===== config.mk =====
export PLATFORM = sky130hd
export DESIGN_NAME = pt_walker
export DESIGN_NICKNAME = d
export VERILOG_FILES = /design/src/rtl/pw_pkg.sv /design/src/rtl/pw_addr_gen.sv /design/src/rtl/pw_pte_eval.sv /design/src/rtl/pt_walker.sv
export SDC_FILE = /design/constraint.sdc
export NUM_CORES = 1
export LEC_CHECK = 0
export ABC_AREA = 1
export CELL_PAD_IN_SITES_DETAIL_PLACEMENT = 2
export CELL_PAD_IN_SITES_GLOBAL_PLACEMENT = 2
export CORE_MARGIN = 2
export CORE_UTILIZATION = 24
export DETAILED_ROUTE_END_ITERATION = 8
export GPL_ROUTABILITY_DRIVEN = 0
export PLACE_DENSITY = 0.84
export RECOVER_POWER = 100
export SYNTH_ARGS = -nofsm -noshare
export SYNTH_HDL_FRONTEND = slang
export SYNTH_SLANG_ARGS = --single-unit

===== constraint.sdc =====
create_clock -name clk -period 2.2 [get_ports clk]
set_input_delay 0.33 -clock clk [delete_from_list [all_inputs] [get_ports clk]]
set_output_delay 0.33 -clock clk [all_outputs]
set_load 0.1 [all_outputs]

===== src/rtl/pw_pkg.sv =====
package pw_pkg;
   localparam int FLAG_V = 0;
   localparam int FLAG_R = 1;
   localparam int FLAG_W = 2;
   localparam int FLAG_X = 3;
   localparam int FLAG_U = 4;
   localparam int FLAG_A = 6;
   localparam int FLAG_D = 7;

   localparam int CAUSE_W = 4;

   localparam logic [1:0] ACC_LOAD  = 2'd0;
   localparam logic [1:0] ACC_STORE = 2'd1;
   localparam logic [1:0] ACC_FETCH = 2'd2;

   typedef enum logic [1:0] {
      ST_IDLE,
      ST_ISSUE,
      ST_WAIT,
      ST_DONE
   } walk_st_e;

   function automatic logic [CAUSE_W-1:0] fault_cause(input logic [1:0] acc);
      case (acc)
         ACC_LOAD:  fault_cause = CAUSE_W'(13);
         ACC_STORE: fault_cause = CAUSE_W'(15);
         default:   fault_cause = CAUSE_W'(12);
      endcase
   endfunction
endpackage


===== src/rtl/pw_addr_gen.sv =====
module pw_addr_gen #(
   parameter int LEVELS = 3,
   parameter int IDX_W  = 9,
   parameter int PPN_W  = 44,
   parameter int PTE_SH = 3,
   localparam int VPN_W = LEVELS * IDX_W,
   localparam int LVL_W = (LEVELS > 1) ? $clog2(LEVELS) : 1,
   localparam int ADR_W = PPN_W + IDX_W + PTE_SH
) (
   input  logic [PPN_W-1:0] table_ppn,
   input  logic [VPN_W-1:0] vpn,
   input  logic [LVL_W-1:0] lvl,
   output logic [ADR_W-1:0] pte_addr
);
   logic [IDX_W-1:0] idx [LEVELS];

   for (genvar j = 0; j < LEVELS; j++) begin : g_idx
      assign idx[j] = vpn[j*IDX_W +: IDX_W];
   end

   assign pte_addr = {table_ppn, idx[lvl], {PTE_SH{1'b0}}};
endmodule


===== src/rtl/pw_pte_eval.sv =====
module pw_pte_eval
   import pw_pkg::*;
#(
   parameter int PTE_W   = 64,
   parameter int PPN_W   = 44,
   parameter int PPN_LSB = 10,
   parameter int VA_W    = 39,
   parameter int OFF_W   = 12,
   parameter int IDX_W   = 9,
   parameter int LEVELS  = 3,
   localparam int LVL_W  = (LEVELS > 1) ? $clog2(LEVELS) : 1,
   localparam int PA_W   = PPN_W + OFF_W
) (
   input  logic [PTE_W-1:0] pte,
   input  logic [LVL_W-1:0] lvl,
   input  logic [VA_W-1:0]  vaddr,
   input  logic [1:0]       acc,
   input  logic             umode,
   output logic             go_down,
   output logic             fault,
   output logic [PA_W-1:0]  leaf_paddr
);
   logic [PPN_W-1:0] ppn;
   logic             f_v, f_r, f_w, f_x, f_u, f_a, f_d;
   logic             bad_enc, is_leaf, last_lvl, perm_ok, grant;
   logic [LEVELS-1:0] misal;
   logic [PA_W-1:0]  merged [LEVELS];
   logic             unused_pte;

   assign ppn = pte[PPN_LSB +: PPN_W];
   assign f_v = pte[FLAG_V];
   assign f_r = pte[FLAG_R];
   assign f_w = pte[FLAG_W];
   assign f_x = pte[FLAG_X];
   assign f_u = pte[FLAG_U];
   assign f_a = pte[FLAG_A];
   assign f_d = pte[FLAG_D];
   assign unused_pte = ^{pte[PTE_W-1:PPN_LSB+PPN_W], pte[PPN_LSB-1:FLAG_D+1], pte[5]};

   // superpage merge and alignment check, one variant per level
   for (genvar j = 0; j < LEVELS; j++) begin : g_lvl
      if (j == 0) begin : g_base
         assign misal[j]  = 1'b0;
         assign merged[j] = {ppn, vaddr[OFF_W-1:0]};
      end else begin : g_super
         localparam int LO = j * IDX_W;
         assign misal[j]  = |ppn[LO-1:0];
         assign merged[j] = {ppn[PPN_W-1:LO], vaddr[OFF_W+LO-1:0]};
      end
   end

   always_comb begin
      case (acc)
         ACC_LOAD:  perm_ok = f_r;
         ACC_STORE: perm_ok = f_w;
         default:   perm_ok = f_x;
      endcase
   end

   assign bad_enc  = !f_v || (f_w && !f_r);
   assign is_leaf  = f_r || f_x;
   assign last_lvl = (lvl == '0);
   assign grant    = perm_ok && (!umode || f_u) && f_a &&
                     !((acc == ACC_STORE) && !f_d) && !misal[lvl];

   assign fault      = bad_enc || (is_leaf && !grant) || (!is_leaf && last_lvl);
   assign go_down    = !bad_enc && !is_leaf && !last_lvl;
   assign leaf_paddr = merged[lvl];
endmodule


===== src/rtl/pt_walker.sv =====
module pt_walker
   import pw_pkg::*;
#(
   parameter int VA_W    = 39,
   parameter int PA_W    = 56,
   parameter int PTE_W   = 64,
   parameter int SATP_W  = 64,
   parameter int MODE_W  = 4,
   parameter int LEVELS  = 3,
   parameter int IDX_W   = 9,
   parameter int OFF_W   = 12,
   parameter int PTE_SH  = 3,
   parameter int PPN_LSB = 10,
   localparam int PPN_W  = PA_W - OFF_W,
   localparam int VPN_W  = LEVELS * IDX_W,
   localparam int LVL_W  = (LEVELS > 1) ? $clog2(LEVELS) : 1
) (
   input  logic              clk,
   input  logic              rst_n,
   input  logic              req_valid,
   output logic              req_ready,
   input  logic [VA_W-1:0]   req_vaddr,
   input  logic [1:0]        req_acc,
   input  logic              req_umode,
   input  logic [SATP_W-1:0] satp,
   output logic              mem_req_valid,
   input  logic              mem_req_ready,
   output logic [PA_W-1:0]   mem_req_addr,
   input  logic              mem_rsp_valid,
   input  logic [PTE_W-1:0]  mem_rsp_data,
   output logic              rsp_valid,
   output logic [PA_W-1:0]   rsp_paddr,
   output logic              rsp_fault,
   output logic [CAUSE_W-1:0] rsp_cause
);
   if (VA_W != OFF_W + VPN_W) begin : g_chk_va
      $error("virtual width must equal offset plus all indices");
   end
   if (IDX_W + PTE_SH != OFF_W) begin : g_chk_tbl
      $error("one table must fill exactly one page");
   end
   if (PA_W <= VA_W) begin : g_chk_pa
      $error("physical width must exceed virtual width");
   end
   if (PTE_W < PPN_LSB + PPN_W || SATP_W < PPN_W + MODE_W) begin : g_chk_fld
      $error("entry or control word too narrow for PPN");
   end

   walk_st_e          st;
   logic [LVL_W-1:0]  lvl;
   logic [PPN_W-1:0]  tbl;
   logic [VA_W-1:0]   va_q;
   logic [1:0]        acc_q;
   logic              um_q;
   logic [PA_W-1:0]   pa_q;
   logic              flt_q;
   logic [CAUSE_W-1:0] cause_q;

   logic              ev_down, ev_fault;
   logic [PA_W-1:0]   ev_paddr;
   logic              bare;
   logic              unused_satp;

   assign bare        = (satp[SATP_W-1 -: MODE_W] == '0);
   assign unused_satp = ^satp[SATP_W-MODE_W-1:PPN_W];

   pw_addr_gen #(
      .LEVELS(LEVELS), .IDX_W(IDX_W), .PPN_W(PPN_W), .PTE_SH(PTE_SH)
   ) u_addr (
      .table_ppn(tbl),
      .vpn      (va_q[VA_W-1:OFF_W]),
      .lvl      (lvl),
      .pte_addr (mem_req_addr)
   );

   pw_pte_eval #(
      .PTE_W(PTE_W), .PPN_W(PPN_W), .PPN_LSB(PPN_LSB), .VA_W(VA_W),
      .OFF_W(OFF_W), .IDX_W(IDX_W), .LEVELS(LEVELS)
   ) u_eval (
      .pte       (mem_rsp_data),
      .lvl       (lvl),
      .vaddr     (va_q),
      .acc       (acc_q),
      .umode     (um_q),
      .go_down   (ev_down),
      .fault     (ev_fault),
      .leaf_paddr(ev_paddr)
   );

   always_ff @(posedge clk or negedge rst_n) begin
      if (!rst_n) begin
         st      <= ST_IDLE;
         lvl     <= '0;
         tbl     <= '0;
         va_q    <= '0;
         acc_q   <= '0;
         um_q    <= 1'b0;
         pa_q    <= '0;
         flt_q   <= 1'b0;
         cause_q <= '0;
      end else begin
         case (st)
            ST_IDLE: if (req_valid) begin
               va_q  <= req_vaddr;
               acc_q <= req_acc;
               um_q  <= req_umode;
               if (bare) begin
                  pa_q    <= {{(PA_W-VA_W){1'b0}}, req_vaddr};
                  flt_q   <= 1'b0;
                  cause_q <= '0;
                  st      <= ST_DONE;
               end else begin
                  tbl <= satp[PPN_W-1:0];
                  lvl <= LVL_W'(LEVELS-1);
                  st  <= ST_ISSUE;
               end
            end
            ST_ISSUE: if (mem_req_ready) st <= ST_WAIT;
            ST_WAIT: if (mem_rsp_valid) begin
               if (ev_fault) begin
                  pa_q    <= '0;
                  flt_q   <= 1'b1;
                  cause_q <= fault_cause(acc_q);
                  st      <= ST_DONE;
               end else if (ev_down) begin
                  tbl <= mem_rsp_data[PPN_LSB +: PPN_W];
                  lvl <= lvl - 1'b1;
                  st  <= ST_ISSUE;
               end else begin
                  pa_q    <= ev_paddr;
                  flt_q   <= 1'b0;
                  cause_q <= '0;
                  st      <= ST_DONE;
               end
            end
            default: st <= ST_IDLE;
         endcase
      end
   end

   assign req_ready     = (st == ST_IDLE);
   assign mem_req_valid = (st == ST_ISSUE);
   assign rsp_valid     = (st == ST_DONE);
   assign rsp_paddr     = pa_q;
   assign rsp_fault     = flt_q;
   assign rsp_cause     = cause_q;

   p_rsp_pulse_r10: assert property (@(posedge clk) disable iff (!rst_n)
      rsp_valid |=> !rsp_valid && req_ready);
   p_mem_hold_r10: assert property (@(posedge clk) disable iff (!rst_n)
      mem_req_valid && !mem_req_ready |=> mem_req_valid && $stable(mem_req_addr));
   p_idle_quiet_r10: assert property (@(posedge clk) disable iff (!rst_n)
      req_ready |-> !mem_req_valid && !rsp_valid);
   p_entry_align_r2: assert property (@(posedge clk) disable iff (!rst_n)
      mem_req_valid |-> mem_req_addr[PTE_SH-1:0] == '0);
   p_bare_direct_r1: assert property (@(posedge clk) disable iff (!rst_n)
      req_valid && req_ready && bare |=> rsp_valid && !rsp_fault && !mem_req_valid);
   p_cause_code_r9: assert property (@(posedge clk) disable iff (!rst_n)
      rsp_valid && rsp_fault |-> rsp_cause == fault_cause(acc_q) && rsp_paddr == '0);
   p_ok_clean_r9: assert property (@(posedge clk) disable iff (!rst_n)
      rsp_valid && !rsp_fault |-> rsp_cause == '0);
endmodule


==> results.txt <==
total met2 wirelength after detailed routing = 16000 um
clock slew seen by the registers of the worst setup and hold paths = 80 ps
Sink Count = 149
arrival time of the worst setup path = 1830 ps
first-pass GRT wire length = 48000 um
final setup violating endpoints = 0
Die Y-Extent = 178 um
Yosys warning total = 0
portion of the post-synthesis area used by sequential elements = 51.2%
Die Span X = 178 um
max layer used = met4
quantity of I/O buffers inserted on ports = 262
buffering stage count on the worst path with inverters included = 2
Min-Delay Startpoint = satp[20]
average cell area after synthesis = 7.89 sq um
wire length on met1 = 13600 um
latest clock arrival within the worst-skew pair = 430 ps
via density per instance = 4.68
total length of routed met3 wires = 1240 um
worst reg2reg path endpoint = tbl[17]$_DFFE_PN0P_
highest-delay cell along the critical path = dfrtp_1
maximum buffer depth of the clock tree = 2
# Max-Cap Violations = 0
antenna violations before repair = 1
number of synthesized register bits = 149
count of routing violations after the opening detailed-route iteration = 286
Worst slew margin = 23.8%
number of vias after detailed routing = 7442
shortest period the worst path allows = 2160 ps
Detail Route Antenna Nets = 0
starting density of the core = 24.5%
number of global-route vias before repair = 8333
Top Ports = 295
total standard cell area after synthesis = 0.00729 sq mm
Yosys cell types = 28
internal reg-to-reg setup slack = 200 ps
Worst Max-Slew Pin Slew = 1140 ps
reg2reg start = lvl[0]$_DFFE_PN0P_
maximum clock frequency = 0.463 GHz
post-synthesis to final-layout area growth = 47.8%
cell depth of the worst hold path = 3
type of the worst setup path = reg -> out
setup repair after global routing missed its margin = true
maximum fanout count along the critical path = 19
Worst path top cell family by delay = buffers and inverters
TritonCTS clock tree = yes
row count = 63
type of element capturing the critical path = output pin
final hold violation count = 0
biggest cell delay along the critical path = 420 ps
Total GRT Usage = 19.8%
Gate Count Post-Synth = 923
dpl hpwl = 23200 um
outcome = finished, final reports clean
share of the clock period used by the worst path after layout = 98.2%
Worst Clk Skew = 15.6 ps
maximum number of pins on one net before global-route repair = 76
drt first pass iters = 4
WL final = 31400 um
endpoint required time on the critical path = 1870 ps
endpoint with the worst hold slack = tbl[20]$_DFFE_PN0P_
aggregate global routing overflow = 0
crit-path cells = inv_4, nand2_8, o211ai_1, clkbuf_16
TritonCTS Buffers = 17
root buf cell = clkbuf_16
DRC viols = 0
R2R cell count = 8
placed cell count = 1551
layout cell share with drive strength beyond 1 = 19.3%
CP startpoint kind = flip-flop
count of non-filler cells in the finished layout = 1591
number of max-slew violations in the final report = 0
die area = 0.0318 sq mm
core area = 0.0298 sq mm
average wire length per cell after detail routing = 19.7 um
worst min-delay path category = in -> reg
Final Net Count = 1363
depth of the CTS H-tree = 4
## Yosys cell counts
master	number	area (sq um)
a21boi_0	1	7.51
a21oi_1	98	490
a31oi_1	45	282
buf_1	5	18.8
buf_2	19	95.1
buf_4	5	37.5
clkbuf_1	29	109
conb_1	1	3.75
dfrtp_1	149	3730
ha_1	1	12.5
inv_1	112	420
inv_2	2	7.51
mux2_2	29	327
nand2_1	245	920
nand3_1	30	150
nand3_2	1	10.0
nand4_1	1	6.26
nor2_1	105	394
nor2_2	1	6.26
nor2_4	1	11.3
nor3_1	1	5.00
o2111ai_1	1	8.76
o211ai_1	7	52.6
o21ai_0	18	90.1
o21ai_1	10	50.1
o221ai_1	2	17.5
o22ai_1	3	18.8
or2_2	1	6.26
## worst reg2reg max path, cell delays in order (launching register included)
cell,delay (ps)
dfrtp_1,430
inv_4,90
ha_1,240
inv_1,100
nand4_1,230
a21oi_4,260
buf_12,260
nor2_1,140
a31oi_1,170
## final cells by class
type | count | area, sq um
Sequential cell | 149 | 3730
Timing Repair Buffer | 301 | 2580
Antenna cell | 1 | 2.50
Tap cell | 390 | 488
Fill cell | 3428 | 19000
Clock inverter | 14 | 156
Multi-Input combinational cell | 604 | 2940
Inverter | 114 | 434
Clock buffer | 18 | 439
## sequential cells by signal, summed over array words and instances (netlist names)
name,count
rsp_cause,3
um_q,1
va_q,39
rsp_paddr,56
lvl,2
tbl,44
st,2
acc_q,2
## per-stage QoR
step                      util (%)  hold WS (ps)  setup WS (ps)  cell area (sq um)  TNS, ps
after detailed placement      34.9           390           -184              10400    -8400
after global placement        34.9           392          -23.2              10400    -85.6
final                         36.1           474           39.6              10800        0
after floorplan                  -          34.4           -420               7350    -3140
after CTS                     37.1           456           4.22              11000        0
after global routing          36.1           474          -22.8              10800    -22.8
## worst max path at each step
stage	from	to	slack, ps	cells past startpoint
detailed placement	mem_rsp_data[1]	tbl[17]$_DFFE_PN0P_	-180	8
CTS	lvl[1]$_DFFE_PN0P_	mem_req_addr[11]	4	6
global route	lvl[1]$_DFFE_PN0P_	mem_req_addr[11]	-20	6
global placement	mem_rsp_data[1]	rsp_paddr[26]$_DFFE_PN0P_	-20	12
floorplan	lvl[0]$_DFFE_PN0P_	mem_req_addr[11]	-420	5
finish	lvl[1]$_DFFE_PN0P_	mem_req_addr[11]	40	4
## cells in the final DEF (no fill, tap or decap), drive strengths merged
cell and n:
mux2 29, a21boi 1, buf 46, o221ai 2, diode 1, clkbuf 128
inv 124, o211ai 7, o2111ai 1, clkdlybuf4s50 144, nor3 1, a31oi 45
nand4 1, clkinv 3, dfrtp 149, bufinv 1, nand2 245, o21ai 28
ha 1, dlygate4sd3 1, o22ai 3, nor2 107, nand3 31, a21oi 98
conb 3, or2 1
## layer usage
| layer | track usage (%) | up-vias |
|---|---|---|
| met5 | 0 | - |
| met4 | 5.32 | 0 |
| met3 | 3.01 | 28 |
| met2 | 35.1 | 169 |
| met1 | 25.0 | 3774 |
| li1 | - | 3471 |
## timing repair
action,CTS,global route
setup endpoints to repair,6,9
setup buffers,1,4
pin swaps,1,3
hold buffers,1,0
endpoints found under the hold margin,149,0
resized for setup,8,3
cloned,1,0
## cells by family (layout without fill, tap and decap cells)
kind of cell               count (synthesis)  in the layout  share of synthesized area [%]
and+or+nand+nor                          386            386                           20.7
AOI/OAI and AO/OA                        185            185                           14.0
buffers and inverters                    172            447                           9.45
other                                      1              4                         0.0515
adders and majority gates                  1              1                          0.172
muxes                                     29             29                           4.48
DFF                                      149            149                           51.2
Power is not shown: default switching activity piles up to over one toggle a cycle in this logic, so the estimate is an artifact.
